===== src/rtl/plc_pkg.sv =====
package plc_pkg;
    typedef enum logic [1:0] {
        PH_RESET = 2'd0,
        PH_HOLD  = 2'd1,
        PH_RUN   = 2'd2
    } phase_e;
endpackage


===== src/rtl/plc_hold_timer.sv =====
module plc_hold_timer #(
    parameter int HOLD_CYCLES = 8
) (
    input  logic clk,
    input  logic por,
    input  logic en,
    output logic done
);
    localparam int CW = $clog2(HOLD_CYCLES + 1);
    logic [CW-1:0] cnt;

    always_ff @(posedge clk or posedge por) begin
        if (por)      cnt <= '0;
        else if (!en) cnt <= '0;
        else          cnt <= cnt + CW'(1);
    end

    assign done = en && (cnt == CW'(HOLD_CYCLES - 1));
endmodule


===== src/rtl/plc_state_bank.sv =====
module plc_state_bank #(
    parameter int N_REGS = 10,
    localparam int IDX_W = (N_REGS > 1) ? $clog2(N_REGS) : 1
) (
    input  logic              clk,
    input  logic              por,
    input  logic              upd,
    input  logic [N_REGS-1:0] run_d,
    input  logic              pl_go,
    input  logic [IDX_W-1:0]  pl_idx,
    input  logic              pl_val,
    output logic [N_REGS-1:0] q
);
    for (genvar i = 0; i < N_REGS; i++) begin : g_bit
        always_ff @(posedge clk or posedge por) begin
            if (por)                                   q[i] <= 1'b0;
            else if (pl_go && (pl_idx == IDX_W'(i)))   q[i] <= pl_val;
            else if (upd)                              q[i] <= run_d[i];
        end
    end
endmodule


===== src/rtl/plc_nv_store.sv =====
module plc_nv_store #(
    parameter int CFG_WORDS = 4,
    parameter int CFG_W     = 16,
    parameter int SIG_W     = 64,
    localparam int ADR_W    = (CFG_WORDS > 1) ? $clog2(CFG_WORDS) : 1
) (
    input  logic             clk,
    input  logic             por,
    input  logic             wr,
    input  logic [ADR_W-1:0] wr_addr,
    input  logic [CFG_W-1:0] wr_data,
    input  logic [ADR_W-1:0] rd_addr,
    output logic [CFG_W-1:0] rd_word,
    input  logic             sig_wr,
    input  logic [SIG_W-1:0] sig_in,
    output logic [SIG_W-1:0] sig_out,
    input  logic             lock_set,
    input  logic             wipe,
    output logic             lock_q
);
    logic [CFG_W-1:0] image [CFG_WORDS];

    for (genvar w = 0; w < CFG_WORDS; w++) begin : g_word
        always_ff @(posedge clk or posedge por) begin
            if (por)                                 image[w] <= '0;
            else if (wipe)                           image[w] <= '0;
            else if (wr && (wr_addr == ADR_W'(w)))   image[w] <= wr_data;
        end
    end

    always_ff @(posedge clk or posedge por) begin
        if (por) begin
            sig_out <= '0;
            lock_q  <= 1'b0;
        end else begin
            if (sig_wr)        sig_out <= sig_in;
            if (lock_set)      lock_q  <= 1'b1;
            else if (wipe)     lock_q  <= 1'b0;
        end
    end

    assign rd_word = image[rd_addr];
endmodule


===== src/rtl/preload_lock_ctrl.sv =====
module preload_lock_ctrl
    import plc_pkg::*;
#(
    parameter int N_REGS      = 10,
    parameter int HOLD_CYCLES = 8,
    parameter int CFG_WORDS   = 4,
    parameter int CFG_W       = 16,
    parameter int SIG_W       = 64,
    localparam int IDX_W      = (N_REGS > 1) ? $clog2(N_REGS) : 1,
    localparam int ADR_W      = (CFG_WORDS > 1) ? $clog2(CFG_WORDS) : 1
) (
    input  logic              clk,
    input  logic              por,
    input  logic              upd_en,
    input  logic [N_REGS-1:0] run_d,
    input  logic              pl_req,
    input  logic [IDX_W-1:0]  pl_idx,
    input  logic              pl_val,
    input  logic              cfg_we,
    input  logic [ADR_W-1:0]  cfg_addr,
    input  logic [CFG_W-1:0]  cfg_wdata,
    input  logic              rb_req,
    input  logic [ADR_W-1:0]  rb_addr,
    output logic [CFG_W-1:0]  rb_data,
    output logic              rb_valid,
    input  logic              sig_we,
    input  logic [SIG_W-1:0]  sig_wdata,
    output logic [SIG_W-1:0]  sig_rdata,
    input  logic              sec_prog,
    input  logic              erase,
    output logic              busy,
    output logic              locked,
    output logic              err,
    output logic [N_REGS-1:0] state_q
);
    phase_e phase_q, phase_d;
    logic   hold_done;
    logic   running, lock_now, pl_go, rb_go, refuse;
    logic [CFG_W-1:0] rd_word;

    // phase register
    always_ff @(posedge clk or posedge por) begin
        if (por) phase_q <= PH_RESET;
        else     phase_q <= phase_d;
    end

    // phase transitions: RESET_TO_HOLD, HOLD_TO_RUN, RUN_STAY
    always_comb begin
        phase_d = phase_q;
        unique case (phase_q)
            PH_RESET: phase_d = PH_HOLD;
            PH_HOLD:  if (hold_done) phase_d = PH_RUN;
            PH_RUN:   phase_d = PH_RUN;
            default:  phase_d = PH_RESET;
        endcase
    end

    assign running  = (phase_q == PH_RUN);
    assign busy     = !running;
    assign lock_now = locked || sec_prog;
    assign pl_go    = running && pl_req && !lock_now;
    assign rb_go    = running && rb_req && !lock_now;
    assign refuse   = running && (pl_req || rb_req) && lock_now;

    // registered outputs
    always_ff @(posedge clk or posedge por) begin
        if (por) begin
            err      <= 1'b0;
            rb_valid <= 1'b0;
            rb_data  <= '0;
        end else begin
            err      <= refuse;
            rb_valid <= rb_go;
            if (rb_go) rb_data <= rd_word;
        end
    end

    plc_hold_timer #(.HOLD_CYCLES(HOLD_CYCLES)) u_timer (
        .clk  (clk),
        .por  (por),
        .en   (phase_q == PH_HOLD),
        .done (hold_done)
    );

    plc_state_bank #(.N_REGS(N_REGS)) u_bank (
        .clk    (clk),
        .por    (por),
        .upd    (running && upd_en && !pl_req),
        .run_d  (run_d),
        .pl_go  (pl_go),
        .pl_idx (pl_idx),
        .pl_val (pl_val),
        .q      (state_q)
    );

    plc_nv_store #(
        .CFG_WORDS (CFG_WORDS),
        .CFG_W     (CFG_W),
        .SIG_W     (SIG_W)
    ) u_store (
        .clk      (clk),
        .por      (por),
        .wr       (running && cfg_we),
        .wr_addr  (cfg_addr),
        .wr_data  (cfg_wdata),
        .rd_addr  (rb_addr),
        .rd_word  (rd_word),
        .sig_wr   (running && sig_we),
        .sig_in   (sig_wdata),
        .sig_out  (sig_rdata),
        .lock_set (running && sec_prog),
        .wipe     (running && erase),
        .lock_q   (locked)
    );
endmodule


===== config.mk =====
export PLATFORM = sky130hd
export DESIGN_NAME = preload_lock_ctrl
export DESIGN_NICKNAME = d
export VERILOG_FILES = /design/src/rtl/plc_pkg.sv /design/src/rtl/plc_hold_timer.sv /design/src/rtl/plc_state_bank.sv /design/src/rtl/plc_nv_store.sv /design/src/rtl/preload_lock_ctrl.sv
export SDC_FILE = /design/constraint.sdc
export NUM_CORES = 1
export LEC_CHECK = 0
export CORE_ASPECT_RATIO = 0.7
export CORE_MARGIN = 2
export CORE_UTILIZATION = 27
export CTS_CLUSTER_SIZE = 14
export DETAILED_ROUTE_END_ITERATION = 12
export GPL_TIMING_DRIVEN = 0
export PLACE_DENSITY_LB_ADDON = 0.25
export SETUP_SLACK_MARGIN = 0.1
export SYNTH_ARGS = -nofsm -noshare
export SYNTH_HDL_FRONTEND = slang
export SYNTH_SLANG_ARGS = --single-unit

===== constraint.sdc =====
create_clock -name clk -period 6.4 [get_ports clk]
set_input_delay 1.6 -clock clk [delete_from_list [all_inputs] [get_ports clk]]
set_output_delay 1.6 -clock clk [all_outputs]
set_load 0.02 [all_outputs]

# Yosys cells after proc, flatten, opt, wreduce, memory -nomap -nowiden
# Cells that the tools add are included.
# W data, S select, Z words.
[word_totals]
wordCells = 126
output_inout_bits = 94
ff_bits = 163
[classes]
bitwise_logic = 1
n_eq_ne = 16
mux = 36
magnitude_cmp = 1
reduce_logical = 50
n_addsub = 1
[ops]
columns = ["op", "n"]
rows = [
  ["$mux W16", 10],
  ["$bmux W16 S2", 1],
  ["$reduce_bool A2 Y1", 15],
  ["$logic_and A1 B1 Y1", 27],
  ["$mux W1", 22],
  ["$eq A4 B3 Y1 const B", 5],
  ["$eq A4 B2 Y1 const B", 2],
  ["$eq A4 B4 Y1 const B", 2],
  ["$eq A2 B2 Y1 const B", 3],
  ["$pmux W2 S3", 1],
  ["$add A4 B1 Y4 const B", 1],
  ["$eq A2 B1 Y1 const B", 2],
  ["$eq A4 B1 Y1 const B", 1],
  ["$logic_not A2 Y1", 2],
  ["$logic_not A4 Y1", 1],
  ["$mux W4", 1],
  ["$ge A3 B3 Y1 const B", 1],
  ["$logic_not A1 Y1", 3],
  ["$not A2 Y3", 1],
  ["$logic_or A1 B1 Y1", 2],
  ["$mux W2", 1],
  ["$ne A2 B2 Y1 const B", 1],
]

# Logic depth before layout (Yosys ltp)
# Gate-level depths: netlist of run 1.
[depth]
ltp_word = 5
depth_mapped = 8

# Hierarchy
# From an unflattened synthesis of run 1, not the netlist that was laid out.
[unflattened]
cells_unflattened = 512
area_unflattened_um2 = 7340.8
[modules_own_cells]
columns = ["module", "n_inst", "cells_per_inst", "seq_area_each_um2", "area_per_inst_um2"]
rows = [
  ["plc_nv_store", 1, 388, 3228.1, 5650.4],
  ["preload_lock_ctrl", 1, 58, 500.5, 897.1],
  ["plc_state_bank", 1, 51, 250.2, 613.1],
  ["plc_hold_timer", 1, 15, 100.1, 180.2],
]

# Worst setup path before layout of run 1
# No wires, ideal clock.
[synth_timing]
kind = "in2reg"
start = "input port rb_addr[0]"
end = "register rb_data[4]"
required_ps = 6275
cell_stages = 4
arrival_ps = 2844
slack_ps = 3431
path_cell_list = "buf_2 buf_2 mux4_2 mux2_4"
[synth_between]
elab_chain_len = 4
[synth_lines]
columns = ["element", "line", "source"]
rows = [
  ["from (decl)", "preload_lock_ctrl.sv:23", "input logic [ADR_W-1:0] rb_addr,"],
  ["$not A2 Y3 (not written as such)", "plc_nv_store.sv:42", "assign rd_word = image[rd_addr];"],
  ["$bmux W16 S2", "plc_nv_store.sv:42", ""],
  ["$mux W16 (not written as such) (2 in a row)", "plc_nv_store.sv:42", ""],
  ["to (signal assigned)", "preload_lock_ctrl.sv:74", "if (rb_go) rb_data <= rd_word;"],
  ["to (decl)", "preload_lock_ctrl.sv:24", "output logic [CFG_W-1:0] rb_data,"],
]
# Every way passes these cells. The select of a mux whose other input is x is not followed.
# A chain may end at the register's enable or synchronous reset.

# Final worst setup path of run 1
[layout_timing]
start = "register phase_q[0]"
end = "output port busy"
[layout_between]
elab_chain_len = 2
[layout_lines]
columns = ["element", "line", "source"]
rows = [
  ["from (decl)", "preload_lock_ctrl.sv:36", "phase_e phase_q, phase_d;"],
  ["from (signal assigned)", "preload_lock_ctrl.sv:44", "else phase_q <= phase_d;"],
  ["$eq A2 B2 Y1", "preload_lock_ctrl.sv:58", "assign running = (phase_q == PH_RUN);"],
  ["$logic_not A1 Y1", "preload_lock_ctrl.sv:59", "assign busy = !running;"],
  ["to (decl)", "preload_lock_ctrl.sv:31", "output logic busy,"],
]
# Every way passes these cells.

==> results.py, run 1 <==
metrics = {
    "synthesis": {
        "syn-num-nets": 670,
        "synth_seq_cells": 163,
        "ys_top_cells_by_area": "dfrtp_1 59%, mux2_2 15%, nand2_1 7.1%",
        "synthFlopType": "dfrtp_1",
        "syn-cell-area_mm2": 0.006950,
        "postSynthAreaPerCell_um2": 12.46,
        "yosysTopAreaCellShare": 0.5869,
        "synth_cell_types": 29,
        "synthCells": 558,
        "yosys_warnings": 0,
        "synth_top_area_cell": "dfrtp_1",
        "async_reset_ff_frac": 1.000,
        "synth.top_cells.by_count": "163 x dfrtp_1, 131 x nand2_1, 93 x mux2_2",
        "seq_area_frac_synth": 0.5869,
        "synth_edf_count": 0,
        "synthMostInstantiatedCell": "dfrtp_1",
    },
    "grt": {
        "grt_start_max_net_pins": 95,
        "grt_use_total": 0.1471,
        "grt_pass1_vias": 5077,
        "grt_overflow": 0,
        "antenna_found_initial": 0,
        "grt_pass1_wl_mm": 30.26,
    },
    "critical_path": {
        "reg2reg_to": "rb_data[1]$_DFFE_PP0P_",
        "crit_slowest_cell": "clkdlybuf4s50_1",
        "arrival_ns": 1.97,
        "critPathRequiredTime_ns": 4.80,
        "r2r_slack_ns": 4.00,
        "r2r_start": "phase_q[0]$_DFFE_PP0P_",
        "cp-start-kind": "flip-flop",
        "critPathMaxStageDelay_ns": 0.62,
        "endpoint_kind": "primary output",
        "critPathLaunch": "phase_q[0]$_DFFE_PP0P_",
        "crit_fanout": 10,
        "reg2reg_depth": 7,
        "path_class": "flip-flop to primary output",
        "crit_chain": "inv_1 -> ha_1 -> buf_6 -> inv_4 -> clkdlybuf4s50_1",
        "crit_path_end": "busy",
    },
    "sta": {
        "period_share": 0.5575,
        "max_slew_margin": 0.4560,
        "fin_ws_ns": 2.832,
        "worst_pin_slew_ns": 0.8126,
        "slew_violations": 0,
        "min_period_ns": 3.568,
        "fmax_ghz": 0.2803,
        "finalSetupViolations": 0,
        "skew_ns": 0.01641,
        "rsz0062_at_grt": "no",
        "hold_violations": 0,
        "tns_ns": 0,
    },
    "power": {
        "power_frac_seq": 0.429,
        "total_power_uw": 2650,
        "power.density_mw_per_mm2": 265.4,
        "swShare": 0.2686,
        "ir_worst_vdd_v": 0.0001766,
        "pwr-share-clk": 0.400,
        "p_int_uw": 1938,
        "combinationalPowerShare": 0.170,
        "power.leakage_uw": 0.004128,
        "switching_power_uw": 711.6,
    },
    "placed_design": {
        "dp_worst_setup_slack_ns": 2.784,
        "gp_congestion": 0.7405,
        "port-buffer-count": 197,
        "place_area_mm2": 0.009371,
        "post-dp-hpwl_mm": 13.57,
    },
    "clocking": {
        "clock_sinks": 163,
        "postCtsSetupBuffers": 0,
        "clock_path_buffers": 2,
        "postCtsHoldBufs": 0,
        "root_buffer": "clkbuf_16",
        "clkTransAtPathRegs_ns": 0.07,
        "htreeDepth": 4,
        "cts_tree": "done",
        "clock_latency_ns": 0.44,
        "cts_buffers": 17,
        "cts_resized": 0,
    },
    "route": {
        "vias": 5001,
        "dr.pass1.iters": 4,
        "finalWirelength_mm": 19.26,
        "drc": 0,
        "vias_per_cell": 4.469,
        "drtIter0Drc": 296,
        "ant_nets": 0,
        "wl_per_cell_um": 17.21,
    },
    "die": {
        "design.core.area_mm2": 0.02550,
        "die_w_um": 195.8,
        "die-area_mm2": 0.02706,
        "io_pins": 202,
        "die_y_um": 138.2,
        "initial_core_util": 0.2725,
        "rows": 49,
    },
    "layout": {
        "finish.utilization": 0.3914,
        "final_area_mm2": 0.009982,
        "multiInputGateArea_mm2": 0.002681,
        "nNetsFinal": 887,
        "syn2layout_area_growth_pct": 43.62,
        "n_antenna_cell": 0,
        "nFillCells": 2512,
        "seq_area_mm2": 0.004079,
        "drive_above_1_share": 0.2170,
    },
    "run": {
        "max_cap_violations": 0,
    },
    "min_path": {
        "hold_path_class": "flip-flop to flip-flop",
    },
    "outcome": {
        "status": "complete, no violations",
    },
}
==> power by group through the flow <==
stage	combinational, uW	sequential [uW]	clock [uW]
2_1_floorplan	142	1230	0
3_3_place_gp	454	1150	0
3_5_place_dp	457	1160	0
4_1_cts	459	1140	1100
5_1_grt	483	1150	1140
6_report	452	1140	1060
==> logic make-up (layout without fill, tap and decap cells) <==
| family | after synthesis | count (layout) | synth area share |
|---|---|---|---|
| compound gates | 67 | 67 | 0.04843 |
| xor+xnor | 2 | 2 | 0.002521 |
| fa+ha+maj | 4 | 4 | 0.007201 |
| buf+inv | 41 | 271 | 0.02736 |
| flops | 163 | 163 | 0.5869 |
| mux | 118 | 118 | 0.2220 |
| simple gates | 163 | 163 | 0.1057 |
==> flip-flops by register name, indices dropped and copies added, names as in the netlist <==
| register | count |
|---|---|
| u_store.image | 64 |
| u_bank.q | 10 |
| u_store.lock_q | 1 |
| rb_valid | 1 |
| err | 1 |
| rb_data | 16 |
| phase_q | 2 |
| u_store.sig_out | 64 |
| u_timer.cnt | 4 |
==> critical path: cells and delay by family (launching register included) <==
| kind | cells | cell delay (ns) |
|---|---|---|
| buf+inv | 4 | 0.92 |
| fa+ha+maj | 1 | 0.25 |
| flops | 1 | 0.37 |
==> cell type report <==
cell class | instances | area share
Sequential cell | 163 | 0.4086
Multi-Input combinational cell | 354 | 0.2686
Timing Repair Buffer | 198 | 0.2003
Clock buffer | 18 | 0.04400
Tap cell | 331 | 0.04149
Clock inverter | 14 | 0.01717
Buffer | 36 | 0.01692
Inverter | 5 | 0.002883
==> cell usage in the layout (no fill, tap or decap), types with 2 or more instances in the layout <==
master and n:
buf_1 5, clkbuf_16 17, nor4bb_1 2, mux2_2 93, nor2b_1 3, nand4b_1 6
ha_1 4, inv_1 3, mux4_2 16, nand4_1 3, inv_8 3, clkinvlp_4 2
and2_1 4, a21oi_1 64, clkbuf_1 14, bufinv_16 2, inv_6 2, buf_2 15
clkdlybuf4s50_1 197, o21ai_0 2, dfrtp_1 163, mux2_4 9, nand2_1 131, buf_6 2
nand3_1 5, nor2_1 3, clkinv_4 4, and4b_1 2
==> per-stage QoR <==
stage | hold slack (ns) | cells
after detailed placement | 0.4516 | 1087
final | 0.4583 | 1119
after CTS | 0.4613 | 1119
after global placement | 0.4532 | 1086
after global routing | 0.4950 | 1119
after floorplan | 0.4316 | 558
==> how the worst min path moves through the flow <==
stage                                         from                        to  cells past startpoint  slack (ns)
after floorplan           u_timer.cnt[0]$_DFF_PP0_  u_timer.cnt[0]$_DFF_PP0_                      1        0.43
after global placement    u_timer.cnt[0]$_DFF_PP0_  u_timer.cnt[0]$_DFF_PP0_                      1        0.45
after detailed placement  u_timer.cnt[0]$_DFF_PP0_  u_timer.cnt[0]$_DFF_PP0_                      1        0.45
after CTS                 u_timer.cnt[0]$_DFF_PP0_  u_timer.cnt[0]$_DFF_PP0_                      1        0.46
after global routing      u_timer.cnt[0]$_DFF_PP0_  u_timer.cnt[0]$_DFF_PP0_                      1        0.50
final                     u_timer.cnt[0]$_DFF_PP0_  u_timer.cnt[0]$_DFF_PP0_                      1        0.46
==> routing by layer <==
metal	vias to the layer above	GRT usage	part of all wire
li1	2354	-	-
met1	2494	0.2127	0.47
met2	139	0.2117	0.45
met3	14	0.04562	0.071
met4	0	0.04306	0.012
met5	-	0	0
No activity file was read; power rests on OpenSTA's default activity.
==> run 2, diff against run 1 <==
==> constraint.sdc (replaced) <==
create_clock -name clk -period 3.2 [get_ports clk]
set_input_delay 0.8 -clock clk [delete_from_list [all_inputs] [get_ports clk]]
set_output_delay 0.8 -clock clk [all_outputs]
set_load 0.02 [all_outputs]
==> run 2 against run 1 <==
  * Die area unchanged
  * Clock-buffer cell count increased by 2
  * Sequential share of layout area is 0.33 points lower
  * Clock power is 110% higher
  * Clock skew fell by 0.0028 ns
  * Combinational power up 100%
  * Total power grew 100%
  * Non-clock buffer count is 4 higher
  * Critical path type unchanged
  * Largest cell class unchanged
==> results.py, run 2 (synthesis results as in run 1) <==
metrics = {
    "clocking": {
        "clock_path_buffers": 2,
        "cts_resized": 0,
        "clock_sinks": 163,
        "root_buffer": "clkbuf_16",
        "cts_tree": "done",
        "cts_buffers": 17,
        "clkTransAtPathRegs_ns": 0.07,
        "htreeDepth": 4,
        "postCtsHoldBufs": 0,
        "postCtsSetupBuffers": 0,
        "clock_latency_ns": 0.43,
    },
    "route": {
        "drtIter0Drc": 305,
        "wl_per_cell_um": 17.48,
        "vias_per_cell": 4.556,
        "ant_nets": 0,
        "dr.pass1.iters": 4,
        "finalWirelength_mm": 19.61,
        "drc": 0,
        "vias": 5112,
    },
    "layout": {
        "multiInputGateArea_mm2": 0.002681,
        "seq_area_mm2": 0.004079,
        "drive_above_1_share": 0.2174,
        "stdcell_count": 1122,
        "final_cell_mix": "197 x clkdlybuf4s50_1, 163 x dfrtp_1, 131 x nand2_1",
        "n_antenna_cell": 0,
        "nFillCells": 2503,
        "largest_registers": "u_store.image x64, u_store.sig_out x64, rb_data x16",
        "syn2layout_area_growth_pct": 44.77,
        "nNetsFinal": 891,
        "final_common_cell": "clkdlybuf4s50_1",
    },
    "sta": {
        "worst_pin_slew_ns": 0.8026,
        "period_share": 0.8672,
        "hold_ws_ns": 0.4659,
        "min_period_ns": 2.775,
        "slew_violations": 0,
        "hold_violations": 0,
        "skew_ns": 0.01358,
        "tns_ns": 0,
        "fin_ws_ns": 0.4251,
        "rsz0062_at_grt": "no",
        "max_slew_margin": 0.4627,
        "finalSetupViolations": 0,
        "fmax_ghz": 0.3604,
    },
    "critical_path": {
        "critPathLaunch": "phase_q[0]$_DFFE_PP0P_",
        "r2r_slack_ns": 0.78,
        "critPathRequiredTime_ns": 2.40,
        "arrival_ns": 1.97,
        "reg2reg_to": "rb_data[2]$_DFFE_PP0P_",
        "reg2reg_depth": 7,
        "r2r_start": "phase_q[0]$_DFFE_PP0P_",
        "crit_fanout": 10,
        "endpoint_kind": "primary output",
        "crit_path_end": "busy",
        "cp-start-kind": "flip-flop",
        "path_class": "flip-flop to primary output",
    },
    "grt": {
        "grt_use_total": 0.1500,
        "grt_overflow": 0,
        "antenna_found_initial": 0,
        "grt_pass1_wl_mm": 30.97,
        "grt_pass1_vias": 5304,
        "grt_start_max_net_pins": 38,
    },
    "outcome": {
        "status": "complete, no violations",
    },
    "placed_design": {
        "post-dp-hpwl_mm": 13.99,
        "dp_worst_setup_slack_ns": 0.3463,
        "port-buffer-count": 197,
        "dp.cells": 1091,
        "gp_congestion": 0.7492,
    },
    "die": {
        "design.core.area_mm2": 0.02550,
        "die_y_um": 138.2,
        "die_w_um": 195.8,
        "rows": 49,
        "initial_core_util": 0.2725,
        "io_pins": 202,
        "die-area_mm2": 0.02706,
    },
    "power": {
        "ir_worst_vdd_v": 0.0003350,
        "power.density_mw_per_mm2": 536.0,
        "power.leakage_uw": 0.004160,
    },
    "run": {
        "max_cap_violations": 0,
    },
    "min_path": {
        "hold_path_class": "flip-flop to flip-flop",
    },
}
==> run 2: cell types whose count changed in the layout (fill, tap and decap cells not counted) <==
cell	delta
bufinv_16	+2
clkinv_4	-3
buf_12	+5
inv_6	+1
clkbuf_1	+2
inv_8	-3
clkinv_8	-1
clkinvlp_4	+1
buf_16	-1
==> run 2: where the power goes <==
group / switching, uW / leakage (uW) / internal, uW
Combinational: 429 / 0.00178 / 487
Clock: 871 / 0.000297 / 1330
Sequential: 71.8 / 0.00208 / 2200
Total: 1370 / 0.00416 / 4020
==> run 2: critical path, stage by stage (launching register included) <==
cell             delay [ns]
dfrtp_1                0.38
inv_1                  0.08
ha_1                   0.25
buf_6                  0.16
inv_4                  0.07
clkdlybuf4s50_1        0.61
==> run 2: metrics by stage <==
step | total power (uW) | utilization | cell area (um2)
final | 5393 | 0.3945 | 10060
after global routing | 5634 | 0.3945 | 10060
after CTS | 5472 | 0.3945 | 10060
after detailed placement | 3239 | 0.3701 | 9440
after global placement | 3221 | 0.3662 | 9340
after floorplan | 2738 | - | 6954
==> run 2: how the worst min path moves through the flow <==
stage / from / to / depth (start not counted)
2_1_floorplan: u_timer.cnt[0]$_DFF_PP0_ / u_timer.cnt[0]$_DFF_PP0_ / 1
3_3_place_gp: u_timer.cnt[0]$_DFF_PP0_ / u_timer.cnt[0]$_DFF_PP0_ / 1
3_5_place_dp: u_timer.cnt[0]$_DFF_PP0_ / u_timer.cnt[0]$_DFF_PP0_ / 1
4_1_cts: u_timer.cnt[0]$_DFF_PP0_ / u_timer.cnt[0]$_DFF_PP0_ / 1
5_1_grt: u_timer.cnt[0]$_DFF_PP0_ / u_timer.cnt[0]$_DFF_PP0_ / 1
6_report: u_timer.cnt[0]$_DFF_PP0_ / u_timer.cnt[0]$_DFF_PP0_ / 1
==> run 2: final cells by class <==
| type | instances | share of cell area |
|---|---|---|
| sequential | 163 | 0.4054 |
| multi-input combinational | 354 | 0.2665 |
| timing repair buffer | 202 | 0.2059 |
| clock buffer | 20 | 0.04439 |
| tap | 331 | 0.04116 |
| clock inverter | 11 | 0.01741 |
| buffer | 36 | 0.01679 |
| inverter | 5 | 0.002487 |
==> run 2: per-layer routing <==
layer / vias up / global-route usage / share of wire
met5: - / 0 / 0
met1: 2590 / 0.2129 / 0.48
met2: 144 / 0.2152 / 0.44
met3: 11 / 0.05538 / 0.077
met4: 0 / 0.03987 / 0.0092
li1: 2367 / - / -
==> run 3, diff against run 2 <==
--- a/config.mk
+++ b/config.mk
@@ -10,7 +10,6 @@
 export CORE_UTILIZATION = 27
 export CTS_CLUSTER_SIZE = 14
 export DETAILED_ROUTE_END_ITERATION = 12
-export GPL_TIMING_DRIVEN = 0
 export PLACE_DENSITY_LB_ADDON = 0.25
 export SETUP_SLACK_MARGIN = 0.1
 export SYNTH_ARGS = -nofsm -noshare
==> run 3 against run 2 <==
  * First-iteration DRC count decreased by 32%
  * Via count decreased by 2.8%
  * Clock skew decreased by 0.0063 ns
  * Worst hold slack improved by 0.0099 ns
  * Sequential cell count unchanged
  * Global-route usage decreased by 0.68 points
  * Critical path depth decreased by 1
  * Largest cell class unchanged
  * Largest power group unchanged
  * Highest routed layer unchanged
==> results.py, run 3 (synthesis results as in run 1) <==
metrics = {
    "clocking": {
        "cts_resized": 0,
        "cts_buffers": 17,
        "cts_tree": "done",
        "root_buffer": "clkbuf_16",
        "postCtsHoldBufs": 0,
        "clkTransAtPathRegs_ns": 0.06,
        "postCtsSetupBuffers": 0,
        "clock_latency_ns": 0.42,
        "clock_path_buffers": 2,
        "htreeDepth": 4,
        "clock_sinks": 163,
    },
    "power": {
        "total_power_uw": 5257,
        "switching_power_uw": 1361,
        "power.density_mw_per_mm2": 523.5,
        "combinationalPowerShare": 0.173,
        "swShare": 0.2588,
        "p_int_uw": 3896,
        "power_frac_seq": 0.433,
        "ir_worst_vdd_v": 0.0003389,
        "pwr-share-clk": 0.394,
        "power.leakage_uw": 0.004144,
    },
    "die": {
        "die_y_um": 138.2,
        "initial_core_util": 0.2725,
        "rows": 49,
        "die_w_um": 195.8,
        "io_pins": 202,
        "die-area_mm2": 0.02706,
        "design.core.area_mm2": 0.02550,
    },
    "route": {
        "drtIter0Drc": 208,
        "drc": 0,
        "ant_nets": 0,
        "vias": 4969,
        "dr.pass1.iters": 4,
        "vias_per_cell": 4.489,
        "wl_per_cell_um": 16.83,
        "finalWirelength_mm": 18.63,
    },
    "grt": {
        "grt_pass1_wl_mm": 29.74,
        "grt_pass1_vias": 5166,
        "grt_start_max_net_pins": 66,
        "antenna_found_initial": 0,
        "grt_overflow": 0,
        "grt_use_total": 0.1432,
    },
    "outcome": {
        "status": "complete, no violations",
    },
    "placed_design": {
        "dp_worst_setup_slack_ns": 0.5765,
        "dp.cells": 1075,
        "port-buffer-count": 201,
        "post-dp-hpwl_mm": 12.84,
        "gp_congestion": 0.6980,
    },
    "layout": {
        "final_common_cell": "clkdlybuf4s50_1",
        "nFillCells": 2514,
        "largest_registers": "u_store.image x64, u_store.sig_out x64, rb_data x16",
        "multiInputGateArea_mm2": 0.002691,
        "nNetsFinal": 875,
        "final_cell_mix": "201 x clkdlybuf4s50_1, 163 x dfrtp_1, 130 x nand2_1",
        "syn2layout_area_growth_pct": 44.48,
        "stdcell_count": 1107,
        "seq_area_mm2": 0.004079,
        "drive_above_1_share": 0.2242,
        "n_antenna_cell": 0,
    },
    "critical_path": {
        "endpoint_kind": "primary output",
        "path_class": "flip-flop to primary output",
        "critPathRequiredTime_ns": 2.40,
        "crit_fanout": 5,
        "cp-start-kind": "flip-flop",
        "arrival_ns": 1.87,
    },
    "sta": {
        "tns_ns": 0,
        "hold_violations": 0,
        "finalSetupViolations": 0,
        "skew_ns": 0.007241,
        "slew_violations": 0,
        "max_slew_margin": 0.5037,
        "period_share": 0.8333,
        "fin_ws_ns": 0.5333,
        "rsz0062_at_grt": "no",
        "min_period_ns": 2.667,
        "worst_pin_slew_ns": 0.7445,
        "fmax_ghz": 0.3750,
    },
    "run": {
        "max_cap_violations": 0,
    },
    "min_path": {
        "hold_path_class": "flip-flop to flip-flop",
    },
}
-- run 3: changes by cell type in the layout (fill, tap and decap cells not counted), sizes merged --
cell	before	now
buf	27	21
clkbuf	34	22
bufinv	4	2
clkinv	2	3
clkdlybuf4s50	197	201
-- run 3: layout make-up --
class | count | share of cell area
timing repair buffer | 222 | 0.2235
multi-input combinational | 354 | 0.2680
clock buffer | 22 | 0.04622
inverter | 5 | 0.002492
sequential | 163 | 0.4062
tap | 331 | 0.04124
clock inverter | 10 | 0.01233
-- run 3: worst max-delay path, stage by stage (launching register included) --
cell and delay, ns:
dfrtp_1 0.38, inv_1 0.07, ha_1 0.28, inv_4 0.11
clkdlybuf4s50_1 0.61
-- run 3: per-layer routing --
metal,vias up,global-route usage,wire [um]
li1,2337,-,-
met1,2474,0.2019,9061
met2,142,0.2073,8005
met3,16,0.05026,1330
met4,0,0.04187,232
met5,-,0,0
-- run 3: metrics by stage --
stage / hold WS [ns] / util / instance area (um2)
floorplan: 0.4316 / - / 6954
detailed placement: 0.4589 / 0.3707 / 9454
CTS: 0.4734 / 0.3937 / 10040
finish: 0.4757 / 0.3937 / 10040
global route: 0.4932 / 0.3937 / 10040
global placement: 0.4574 / 0.3707 / 9454
-- run 3: power by group through the flow --
stage / Combinational (uW) / Clock [uW] / Sequential [uW]
6_report: 912 / 2070 / 2280
3_3_place_gp: 926 / 0 / 2310
3_5_place_dp: 924 / 0 / 2310
2_1_floorplan: 285 / 0 / 2450
5_1_grt: 974 / 2250 / 2290
4_1_cts: 928 / 2150 / 2280
-- run 3: final timing paths --
| path | endpoint | from | depth (start not counted) | slack, ns |
|---|---|---|---|---|
| hold reg to reg | u_timer.cnt[0]$_DFF_PP0_ | u_timer.cnt[0]$_DFF_PP0_ | 1 | 0.48 |
| min in group asynchronous | rb_data[1]$_DFFE_PP0P_ | por | 2 | 0.79 |
| setup / recovery | busy | phase_q[0]$_DFFE_PP0P_ | 4 | 0.53 |
| max in group asynchronous | u_store.image[23]$_DFFE_PP0P_ | por | 3 | 1.68 |
| hold / removal | u_timer.cnt[0]$_DFF_PP0_ | u_timer.cnt[0]$_DFF_PP0_ | 1 | 0.48 |
| setup reg to reg | u_store.image[56]$_DFFE_PP0P_ | phase_q[0]$_DFFE_PP0P_ | 6 | 0.94 |
